==> src/rtl/fll_pkg.sv <==
package fll_pkg;

    typedef enum logic [1:0] {
        ST_IDLE,
        ST_COARSE,
        ST_FINE,
        ST_TRACK
    } lock_state_e;

    typedef enum logic [1:0] {
        SG_ZERO,
        SG_POS,
        SG_NEG
    } err_sign_e;

    typedef struct packed {
        logic coarse;
        logic fine;
    } lock_flags_t;

    localparam int NUM_REF = 2;
    localparam int REF_NORMAL = 0;
    localparam int REF_SOF = 1;

    function automatic err_sign_e sign_of(input logic is_neg, input logic is_zero);
        if (is_zero) return SG_ZERO;
        return is_neg ? SG_NEG : SG_POS;
    endfunction

endpackage

==> src/rtl/fll_ref_edge.sv <==
module fll_ref_edge (
    input  logic clk,
    input  logic rst,
    input  logic async_in,
    output logic rise_o
);
    logic [1:0] sync_q;
    logic       prev_q;

    always_ff @(posedge clk) begin
        if (rst) begin
            sync_q <= '0;
            prev_q <= 1'b0;
        end else begin
            sync_q <= {sync_q[0], async_in};
            prev_q <= sync_q[1];
        end
    end

    assign rise_o = sync_q[1] & ~prev_q;

endmodule

==> src/rtl/fll_period_ctr.sv <==
module fll_period_ctr #(
    parameter int MULT_W = 16,
    localparam int CNT_W = MULT_W + 2
) (
    input  logic              clk,
    input  logic              rst,
    input  logic              clear,
    input  logic              ev,
    input  logic [MULT_W-1:0] mult,
    output logic              meas_valid,
    output logic [CNT_W-1:0]  meas_count
);
    localparam logic [CNT_W-1:0] ONE = CNT_W'(1);

    logic [CNT_W-1:0] cnt_q, cnt_inc, limit;
    logic             armed_q;

    assign limit   = {1'b0, mult, 1'b0};
    assign cnt_inc = cnt_q + ONE;

    always_ff @(posedge clk) begin
        if (rst || clear) begin
            cnt_q      <= '0;
            armed_q    <= 1'b0;
            meas_valid <= 1'b0;
            meas_count <= '0;
        end else begin
            meas_valid <= 1'b0;
            if (ev) begin
                meas_valid <= armed_q;
                meas_count <= cnt_inc;
                cnt_q      <= '0;
                armed_q    <= 1'b1;
            end else begin
                if (cnt_q != '1) cnt_q <= cnt_inc;
                if (cnt_inc >= limit) armed_q <= 1'b0;
            end
        end
    end


    count_in_window_chk: assert property (@(posedge clk) disable iff (rst)
        meas_valid |-> (meas_count <= limit));

endmodule

==> src/rtl/fll_code_loop.sv <==
module fll_code_loop
    import fll_pkg::*;
#(
    parameter int MULT_W   = 16,
    parameter int COARSE_W = 6,
    parameter int FINE_W   = 10,
    parameter int TOL_W    = 4,
    parameter int CRS_TOL  = 64,
    localparam int CNT_W   = MULT_W + 2,
    localparam int ERR_W   = CNT_W + 1
) (
    input  logic                clk,
    input  logic                rst,
    input  logic                run,
    input  logic                recovery,
    input  logic                bypass,
    input  logic                freeze,
    input  logic                lose_lock,
    input  logic                meas_valid,
    input  logic [CNT_W-1:0]    meas_count,
    input  logic [MULT_W-1:0]   mult,
    input  logic [TOL_W-1:0]    tolerance,
    input  logic [COARSE_W-1:0] coarse_init,
    input  logic [FINE_W-1:0]   fine_init,
    output logic [COARSE_W-1:0] coarse_q,
    output logic [FINE_W-1:0]   fine_q,
    output lock_flags_t         flags_q
);
    localparam logic [COARSE_W-1:0] C_MAX = '1;
    localparam logic [FINE_W-1:0]   F_MAX = '1;
    localparam logic [ERR_W-1:0]    CRS_LIM = ERR_W'(CRS_TOL);

    lock_state_e        state_q;
    err_sign_e          sg, prev_q;
    logic               run_q, streak_q, drop;
    logic signed [ERR_W-1:0] err;
    logic [ERR_W-1:0]   abs_err;
    logic               in_tol, coarse_ok;
    logic [FINE_W-1:0]  fine_step;
    logic [COARSE_W-1:0] coarse_step;

    assign err       = $signed({1'b0, meas_count}) - $signed({{(ERR_W-MULT_W){1'b0}}, mult});
    assign abs_err   = err[ERR_W-1] ? ERR_W'(-err) : ERR_W'(err);
    assign sg        = sign_of(err[ERR_W-1], err == '0);
    assign in_tol    = abs_err <= {{(ERR_W-TOL_W){1'b0}}, tolerance};
    assign coarse_ok = abs_err <= CRS_LIM;
    assign drop      = run_q && !run && lose_lock;

    always_comb begin
        fine_step   = fine_q;
        coarse_step = coarse_q;
        if (sg == SG_POS) begin
            if (fine_q != '0)   fine_step   = fine_q - 1'b1;
            if (coarse_q != '0) coarse_step = coarse_q - 1'b1;
        end else if (sg == SG_NEG) begin
            if (fine_q != F_MAX)   fine_step   = fine_q + 1'b1;
            if (coarse_q != C_MAX) coarse_step = coarse_q + 1'b1;
        end
    end

    always_ff @(posedge clk) begin
        if (rst) begin
            state_q  <= ST_IDLE;
            coarse_q <= coarse_init;
            fine_q   <= fine_init;
            flags_q  <= '0;
            streak_q <= 1'b0;
            prev_q   <= SG_ZERO;
            run_q    <= 1'b0;
        end else begin
            run_q <= run;
            if (drop) begin
                state_q  <= ST_IDLE;
                flags_q  <= '0;
                streak_q <= 1'b0;
                prev_q   <= SG_ZERO;
            end else if (!run) begin
                if (state_q == ST_IDLE) begin
                    coarse_q <= coarse_init;
                    fine_q   <= fine_init;
                end
            end else begin
                case (state_q)
                    ST_IDLE: begin
                        coarse_q <= coarse_init;
                        fine_q   <= fine_init;
                        streak_q <= 1'b0;
                        prev_q   <= SG_ZERO;
                        if (recovery || bypass) begin
                            flags_q.coarse <= 1'b1;
                            state_q        <= ST_FINE;
                        end else begin
                            state_q <= ST_COARSE;
                        end
                    end
                    ST_COARSE: if (meas_valid) begin
                        if (coarse_ok) begin
                            flags_q.coarse <= 1'b1;
                            state_q        <= ST_FINE;
                        end else begin
                            coarse_q <= coarse_step;
                        end
                    end
                    ST_FINE: if (meas_valid) begin
                        fine_q <= fine_step;
                        prev_q <= sg;
                        if (!in_tol) begin
                            streak_q <= 1'b0;
                        end else if (streak_q) begin
                            flags_q.fine <= 1'b1;
                            state_q      <= ST_TRACK;
                        end else begin
                            streak_q <= 1'b1;
                        end
                    end
                    default: if (meas_valid) begin
                        prev_q <= sg;
                        if (recovery) begin
                            if (sg != SG_ZERO && sg == prev_q) fine_q <= fine_step;
                        end else if (!freeze) begin
                            fine_q <= fine_step;
                        end
                    end
                endcase
            end
        end
    end


    fine_quiet_chk: assert property (@(posedge clk) disable iff (rst)
        (run && state_q != ST_IDLE && !meas_valid) |=> $stable(fine_q));


    fine_unit_step_chk: assert property (@(posedge clk) disable iff (rst)
        (run && state_q != ST_IDLE) |=>
            (fine_q == $past(fine_q) || fine_q == $past(fine_q) + 1'b1 ||
             fine_q == $past(fine_q) - 1'b1));


    lock_order_chk: assert property (@(posedge clk) disable iff (rst)
        flags_q.fine |-> flags_q.coarse);


    coarse_hold_chk: assert property (@(posedge clk) disable iff (rst)
        (state_q == ST_FINE || state_q == ST_TRACK) |=> $stable(coarse_q));


    freeze_hold_chk: assert property (@(posedge clk) disable iff (rst)
        (state_q == ST_TRACK && !recovery && freeze) |=> $stable(fine_q));


    wake_drop_chk: assert property (@(posedge clk) disable iff (rst)
        ($fell(run) && lose_lock) |=> (flags_q == '0));

endmodule

==> src/rtl/fll_lock_ctrl.sv <==
module fll_lock_ctrl
    import fll_pkg::*;
#(
    parameter int MULT_W   = 16,
    parameter int COARSE_W = 6,
    parameter int FINE_W   = 10,
    parameter int TOL_W    = 4,
    parameter int CRS_TOL  = 64
) (
    input  logic                clk,
    input  logic                rst,
    input  logic                enable,
    input  logic                closed_loop,
    input  logic                recovery_en,
    input  logic                bypass_coarse,
    input  logic                freeze_fine,
    input  logic                lose_lock_on_wake,
    input  logic                ref_clk,
    input  logic                sof_pulse,
    input  logic [MULT_W-1:0]   mult_factor,
    input  logic [TOL_W-1:0]    lock_tol,
    input  logic [COARSE_W-1:0] coarse_init,
    input  logic [FINE_W-1:0]   fine_init,
    output logic [COARSE_W-1:0] coarse_code,
    output logic [FINE_W-1:0]   fine_code,
    output logic                coarse_locked,
    output logic                fine_locked
);
    localparam int CNT_W = MULT_W + 2;

    logic [NUM_REF-1:0] ref_raw, ref_rise;
    logic               run, recovery, ev, meas_valid;
    logic [CNT_W-1:0]   meas_count;
    lock_flags_t        flags;

    assign run      = enable & closed_loop;
    assign recovery = recovery_en & closed_loop;
    assign ref_raw[REF_NORMAL] = ref_clk;
    assign ref_raw[REF_SOF]    = sof_pulse;

    for (genvar i = 0; i < NUM_REF; i++) begin : g_ref
        fll_ref_edge u_edge (
            .clk      (clk),
            .rst      (rst),
            .async_in (ref_raw[i]),
            .rise_o   (ref_rise[i])
        );
    end

    assign ev = recovery ? ref_rise[REF_SOF] : ref_rise[REF_NORMAL];

    fll_period_ctr #(.MULT_W(MULT_W)) u_ctr (
        .clk        (clk),
        .rst        (rst),
        .clear      (!run),
        .ev         (ev),
        .mult       (mult_factor),
        .meas_valid (meas_valid),
        .meas_count (meas_count)
    );

    fll_code_loop #(
        .MULT_W   (MULT_W),
        .COARSE_W (COARSE_W),
        .FINE_W   (FINE_W),
        .TOL_W    (TOL_W),
        .CRS_TOL  (CRS_TOL)
    ) u_loop (
        .clk         (clk),
        .rst         (rst),
        .run         (run),
        .recovery    (recovery),
        .bypass      (bypass_coarse),
        .freeze      (freeze_fine),
        .lose_lock   (lose_lock_on_wake),
        .meas_valid  (meas_valid),
        .meas_count  (meas_count),
        .mult        (mult_factor),
        .tolerance   (lock_tol),
        .coarse_init (coarse_init),
        .fine_init   (fine_init),
        .coarse_q    (coarse_code),
        .fine_q      (fine_code),
        .flags_q     (flags)
    );

    assign coarse_locked = flags.coarse;
    assign fine_locked   = flags.fine;


    open_loop_chk: assert property (@(posedge clk) disable iff (rst)
        !closed_loop |=> !$rose(coarse_locked) && !$rose(fine_locked));

endmodule

==> config.mk <==
export PLATFORM = sky130hd
export DESIGN_NAME = fll_lock_ctrl
export DESIGN_NICKNAME = d
export VERILOG_FILES = /design/src/rtl/fll_pkg.sv /design/src/rtl/fll_ref_edge.sv /design/src/rtl/fll_period_ctr.sv /design/src/rtl/fll_code_loop.sv /design/src/rtl/fll_lock_ctrl.sv
export SDC_FILE = /design/constraint.sdc
export NUM_CORES = 1
export LEC_CHECK = 0
export ABC_AREA = 1
export CAP_MARGIN = 40
export CORE_MARGIN = 2
export CORE_UTILIZATION = 50
export DETAILED_ROUTE_END_ITERATION = 10
export PLACE_DENSITY = 0.72
export RECOVER_POWER = 100
export SYNTH_ARGS = -nofsm -noshare
export SYNTH_HDL_FRONTEND = slang
export SYNTH_SLANG_ARGS = --single-unit
==> constraint.sdc <==
create_clock -name clk -period 6.8 [get_ports clk]
set_input_delay 1.36 -clock clk [delete_from_list [all_inputs] [get_ports clk]]
set_output_delay 1.36 -clock clk [all_outputs]
set_load 0.005 [all_outputs]
# ---- Word-level counts from Yosys, hierarchy flattened
# Index checks and enable logic that the tools add are counted.
dict set report totals {
  ff_bits 68
  in_bits 46
  output_inout_bits 18
  word_cells 136
}
dict set report classes {
  n_addsub 7
  order_cmp 3
  eq_ne 24
  n_mux 49
  bitwise_logic 8
  n_reduce_logical 29
}
# op count
set op_table {}
lappend op_table {{$mux 10} 13}
lappend op_table {{$mux 6} 10}
lappend op_table {{$pmux 10 s3} 1}
lappend op_table {{$mux 2} 10}
lappend op_table {{$le 19x4->1} 1}
lappend op_table {{$le 19x7->1 const B} 1}
lappend op_table {{$logic_not 19->1} 1}
lappend op_table {{$mux 19} 1}
lappend op_table {{$neg 19->19} 1}
lappend op_table {{$sub 18x16->19} 1}
lappend op_table {{$add 18x1->18 const B} 1}
lappend op_table {{$ge 18x17->1} 1}
lappend op_table {{$ne 18x18->1 const B} 1}
lappend op_table {{$ne 5x5->1 const B} 3}
lappend op_table {{$reduce_and 7->1} 2}
lappend op_table {{$ne 4x4->1 const B} 3}
lappend op_table {{$pmux 6 s2} 1}
lappend op_table {{$reduce_bool 3->1} 4}
lappend op_table {{$add 10x1->10 const B} 1}
lappend op_table {{$ne 10x10->1 const B} 1}
lappend op_table {{$ne 5x2->1 const B} 2}
lappend op_table {{$reduce_and 5->1} 2}
lappend op_table {{$reduce_bool 10->1} 1}
lappend op_table {{$reduce_bool 2->1} 5}
lappend op_table {{other kinds (24)} 52}

# ---- Depth between registers and ports, before layout
dict set report depth {
  ltp_word 14
  ltp_mapped 33
  depth_no_buf 33
}

# ---- Hierarchy
# A second synthesis with hierarchy kept.
dict set report hier_totals {
  cells_unflattened 984
  hier_area_um2 6232.2
}
# mod n_inst cells_each area_per_inst_um2
set modules_own_cells {}
lappend modules_own_cells {fll_code_loop 1 673 3936.3}
lappend modules_own_cells {fll_period_ctr 1 284 2095.8}
lappend modules_own_cells {fll_ref_edge 2 10 86.3}
lappend modules_own_cells {fll_lock_ctrl 1 7 27.5}

# ---- Worst setup path before layout
# OpenSTA, ideal clock, no wires.
dict set report synth_path {
  kind {input-to-reg}
  from {input port mult_factor[0]}
  to {register u_loop.fine_q[9] (data pin)}
  setup_ps 255
  arrival_ps 5129
  path_slack_ps 1416
  path_stages 31
  path_cell_list {ha_1 -> inv_1 -> fa_1 -> inv_1 -> ha_1 -> inv_1 -> a21oi_1 -> nand3_1 -> nor2_2 -> nand2_1 -> nor2_1 -> nand3_1 -> nor3_2 -> nor2_2 -> ha_1 -> a21oi_1 -> nand2_1 -> nand2_1 -> nand2_1 -> a21oi_1 -> nor2_1 -> nor2_1 -> o21bai_1 -> nand2_1 -> nand2_1 -> a21oi_1 -> xor2_1 -> or2_0 -> nand3_1 -> o21ai_0 -> inv_1}
}
dict set report synth_between {
  elab_chain_len 14
}
# item line_no
set synth_rtl {}
lappend synth_rtl {{start: declaration} fll_lock_ctrl.sv:20} ;# input logic [MULT_W-1:0] mult_factor,
lappend synth_rtl {{$sub 18x16->19 *} fll_code_loop.sv:42} ;# assign err = $signed({1'b0, meas_count}) - $signed({{(ERR_W-MULT_W){1'b0}}, mult});
lappend synth_rtl {{$logic_not 19->1} fll_code_loop.sv:44} ;# assign sg = sign_of(err[ERR_W-1], err == '0);
lappend synth_rtl {{$mux 1} fll_pkg.sv:26} ;# if (is_zero) return SG_ZERO;
lappend synth_rtl {{$mux 2 *} fll_pkg.sv:27} ;# return is_neg ? SG_NEG : SG_POS;
lappend synth_rtl {{$eq 2x2->1} fll_code_loop.sv:55} ;# end else if (sg == SG_NEG) begin
lappend synth_rtl {{$mux 10} fll_code_loop.sv:55}
lappend synth_rtl {{$mux 10 *} fll_code_loop.sv:52} ;# if (sg == SG_POS) begin
lappend synth_rtl {{$mux 10 (on tied branches)} {fll_code_loop.sv:120, fll_code_loop.sv:119}}
lappend synth_rtl {{$mux 10} fll_code_loop.sv:118} ;# if (recovery) begin
lappend synth_rtl {{$mux 10} fll_code_loop.sv:116} ;# default: if (meas_valid) begin
lappend synth_rtl {{$pmux 10 s3 *} fll_code_loop.sv:83} ;# case (state_q)
lappend synth_rtl {{$mux 10 *} fll_code_loop.sv:77} ;# end else if (!run) begin
lappend synth_rtl {{$mux 10 *} fll_code_loop.sv:72} ;# if (drop) begin
lappend synth_rtl {{$mux 10 *} fll_code_loop.sv:62} ;# if (rst) begin
lappend synth_rtl {{end signal: assignment} fll_code_loop.sv:65} ;# fine_q <= fine_init;
lappend synth_rtl {{end signal: assignment} fll_code_loop.sv:80} ;# fine_q <= fine_init;
lappend synth_rtl {{end signal: assignment} fll_code_loop.sv:86} ;# fine_q <= fine_init;
lappend synth_rtl {{end: declaration} fll_code_loop.sv:26} ;# output logic [FINE_W-1:0] fine_q,
# Mark *: on every way between the ends. The rest lies on a longest branch, timed or not. The select of a mux whose other input is x is not followed.
# A chain may end at the register's enable or synchronous reset.

# ---- Final worst setup path
# Ends and elaborated chain as after synthesis.

==> metrics.csv <==
stage,metric,value,unit
pwr,Pwr per Cell Area,158,mW/mm^2
worst_setup_path,crit-path max cell delay,0.43,ns
clock_tree,# clock sinks,68,
timing,setup TNS,0,ns
placed_design,Port-buffer cells,63,
synth,Post-Syn Area per Cell,6.41,um^2
clock_tree,clk buf depth,2,
synth,Synth async-reset ratio,0,%
synth,simple-gate area share of the yosys netlist,34.7,%
worst_setup_path,crit-path most repeated cell,nand2_1,
worst_setup_path,Worst EP required,6.90,ns
pwr,Leak,3.49,nW
floorplanning,# IOs,64,
clock_tree,Post-CTS Setup Inserts,0,
finish,layout cells sized above 1,3.94,%
global_route,initial antenna violation count,0,
timing,Final setup viols,0,
floorplanning,DIE HEIGHT,112,um
routing,WL final,13900,um
synth,"Net Count, Synth",1018,
worst_setup_path,crit path from,mult_factor[0],
synth,most frequent cell after synthesis,nand2_1,
synth,adder-cell share of the synthesized area,12.5,%
synth,Most used DFF post-synth,dfxtp_1,
synth,mapped cell area,0.00587,mm^2
placed_design,routability cong.,0.877,
routing,DRT Pass-1 Iters,5,
timing,Final Slew Violations,0,
floorplanning,Die X,112,um
finish,n_diodes,0,
synth,largest family of logic cells by synthesized area,simple AND/OR/NAND/NOR gates,
synth,Post-Synthesis Cells,915,
synth,Commonest cells post-synth,"245 x nand2_1, 159 x inv_1, 84 x nor2_1",
synth,"Distinct cells, synth",44,
synth,"top cells by area, synth","dfxtp_1 18%, nand2_1 16%, ha_1 12%, inv_1 10%, edfxtp_1 8.2%",
worst_setup_path,worst r2r dst,u_loop.fine_q[9],
global_route,global route overflow,0,
floorplanning,CORE AREA,0.0114,mm^2
clock_tree,hold_buf cts,0,
worst_setup_path,reg2reg setup slack,1.95,ns
clock_tree,clock latency on the worst-skew pair,0.35,ns
synth,"area leader, netlist",dfxtp_1,
worst_setup_path,worst setup path endpoint,u_loop.fine_q[9],
synth,share of the synthesized area in the top cell type,17.7,%
routing,number of antenna-violating nets in the routed design,0,
status,status,completed,
global_route,number of global-route vias before repair,5249,
pwr,total power,1.09,mW
worst_setup_path,crit path launch type,input port,
routing,vias per cell,5.06,
routing,WL per Instance,12.3,um
timing,RSZ-0062 raised after global routing,no,
worst_setup_path,Critical-path top delay cell,clkdlybuf4s50_1,
clock_tree,total CTS buffers,9,
timing,Worst Tran Pin Value,0.950,ns
routing,1st-iter DRT viols,273,
worst_setup_path,Setup CP Type,in -> reg,
finish,nets,1087,
worst_hold_path,worst min path class,reg -> reg,
synth,synth warn,0,
worst_setup_path,reg2reg path depth,32,
timing,relative slew slack,36.7,%
global_route,largest net degree at the start of global routing,22,
floorplanning,initial core utilization,51.4,%
timing,Tmin final,5.98,ns
finish,Fill cells,1125,
pwr,VDD IR-drop max,197,uV
clock_tree,clk slew on worst S/H paths,0.06,ns
synth,mux contribution to synthesized area,0.512,%
worst_setup_path,r2r startpoint,u_ctr.meas_count[0],
floorplanning,Die Area,0.0126,mm^2
job,MaxCap Viol Count,0,
worst_setup_path,largest fanout on the critical path,4,
synth,XOR/XNOR Fraction of Synth Area,3.82,%
clock_tree,CTS tree,yes,
floorplanning,# rows,39,
routing,via count,5731,
timing,Fmax achieved,167,MHz
synth,Synth Area in Compound Gates,11.1,%
timing,worst hold slack,0.409,ns
clock_tree,H-tree depth,3,
timing,Clock Skew,0.0130,ns
timing,fin crit share,87.9,%
placed_design,DP HPWL,11300,um
global_route,first-pass GRT wire length,24200,um
clock_tree,"Gates resized, CTS repair",0,
synth,Seq cells post-synth,68,
timing,final hold violation count,0,
finish,area delta synth->final,17.7,%
clock_tree,CTS Root Cell,clkbuf_16,
synth,sequential area share after synthesis,25.9,%
worst_setup_path,crit path DAT,6.08,ns
global_route,GRT Total Usage,23.3,%
routing,Post-route DRC,0,
synth,"EDFF count, synth",16,
worst_setup_path,crit path capture type,flip-flop,
layout make-up:
type | count | area, um^2 | share of cell area [%]
clock buffer | 10 | 229 | 3.32
clock inverter | 6 | 40.0 | 0.580
inverter | 165 | 619 | 8.97
multi-input combinational | 672 | 3660 | 53.0
sequential | 68 | 1520 | 22.0
tap | 143 | 179 | 2.59
timing repair buffer | 68 | 657 | 9.51
layout by cell type (no fill, tap or decap), types with 3 or more instances in the layout:
cell type        count
nand2_1            245
inv_1              160
fa_1                 3
clkdlybuf4s50_1     43
o31ai_1              3
xnor2_1              7
mux2i_1              3
o21ai_0             38
nor3_1              11
xor2_1              16
nand3_1             72
nor4_1               5
inv_2                3
dfxtp_1             52
nand2_2              9
ha_1                54
nand3_2              3
clkinv_1             4
nor2_2               7
clkbuf_16            9
dlygate4sd3_1       20
nand4_1             23
nor2_1              87
o22ai_1              3
edfxtp_1            16
clkbuf_1             4
a21oi_1             57
power by group:
| part | total [mW] | internal (mW) | switching, mW |
|---|---|---|---|
| Sequential | 0.454 | 0.435 | 0.0193 |
| Combinational | 0.206 | 0.0938 | 0.112 |
| Clock | 0.429 | 0.246 | 0.183 |
metal layers:
| layer | global-route usage, % | up-vias | wire length (um) |
|---|---|---|---|
| met1 | 32.1 | 2515 | 7030 |
| met5 | 0 | - | 0 |
| met2 | 36.2 | 95 | 5950 |
| met4 | 7.97 | 0 | 348 |
| li1 | - | 3095 | - |
| met3 | 5.29 | 26 | 587 |
per-stage QoR:
stage / instance area (um^2) / cells / util [%] / setup WS [ns]
2_1_floorplan: 5870 / 915 / - / 1.42
3_3_place_gp: 6670 / 1116 / 58.4 / 0.734
3_5_place_dp: 6670 / 1116 / 58.4 / 0.627
4_1_cts: 6940 / 1132 / 60.8 / 0.988
5_1_grt: 6910 / 1132 / 60.5 / 0.208
6_report: 6910 / 1132 / 60.5 / 0.823
worst min-delay path by stage:
stage | from | to | slack, ns | cells past startpoint
6_report | g_ref[0].u_edge.sync_q[0] | g_ref[0].u_edge.sync_q[1] | 0.41 | 2
5_1_grt | g_ref[0].u_edge.sync_q[1] | g_ref[0].u_edge.prev_q | 0.44 | 2
4_1_cts | g_ref[0].u_edge.sync_q[0] | g_ref[0].u_edge.sync_q[1] | 0.41 | 2
3_5_place_dp | g_ref[0].u_edge.sync_q[0] | g_ref[0].u_edge.sync_q[1] | 0.40 | 2
3_3_place_gp | g_ref[0].u_edge.sync_q[0] | g_ref[0].u_edge.sync_q[1] | 0.40 | 2
2_1_floorplan | g_ref[0].u_edge.sync_q[0] | g_ref[0].u_edge.sync_q[1] | 0.39 | 2
state kept, by name (all words and copies together), names as in the netlist, 4 cells and up:
signal and flops:
g_ref.u_edge.sync_q 4, u_ctr.cnt_q 18, u_ctr.meas_count 18, u_loop.coarse_q 6, u_loop.fine_q 10
worst max-delay path: cells and delay by family:
family | cells | cell delay, ns
AND/OR/NAND/NOR | 16 | 1.81
adder cells (fa/ha/maj) | 4 | 1.12
AO/OA/AOI/OAI | 6 | 0.84
buffers and inverters | 5 | 0.75
XOR/XNOR | 1 | 0.18
cell families (layout without fill, tap and decap cells):
logic type / after synthesis / after routing
AND/OR/NAND/NOR: 469 / 469
adder cells (fa/ha/maj): 57 / 57
AO/OA/AOI/OAI: 119 / 119
multiplexers: 3 / 3
XOR/XNOR: 24 / 24
flip-flops: 68 / 68
buffers and inverters: 175 / 249
(Power assumes the default switching activity.)
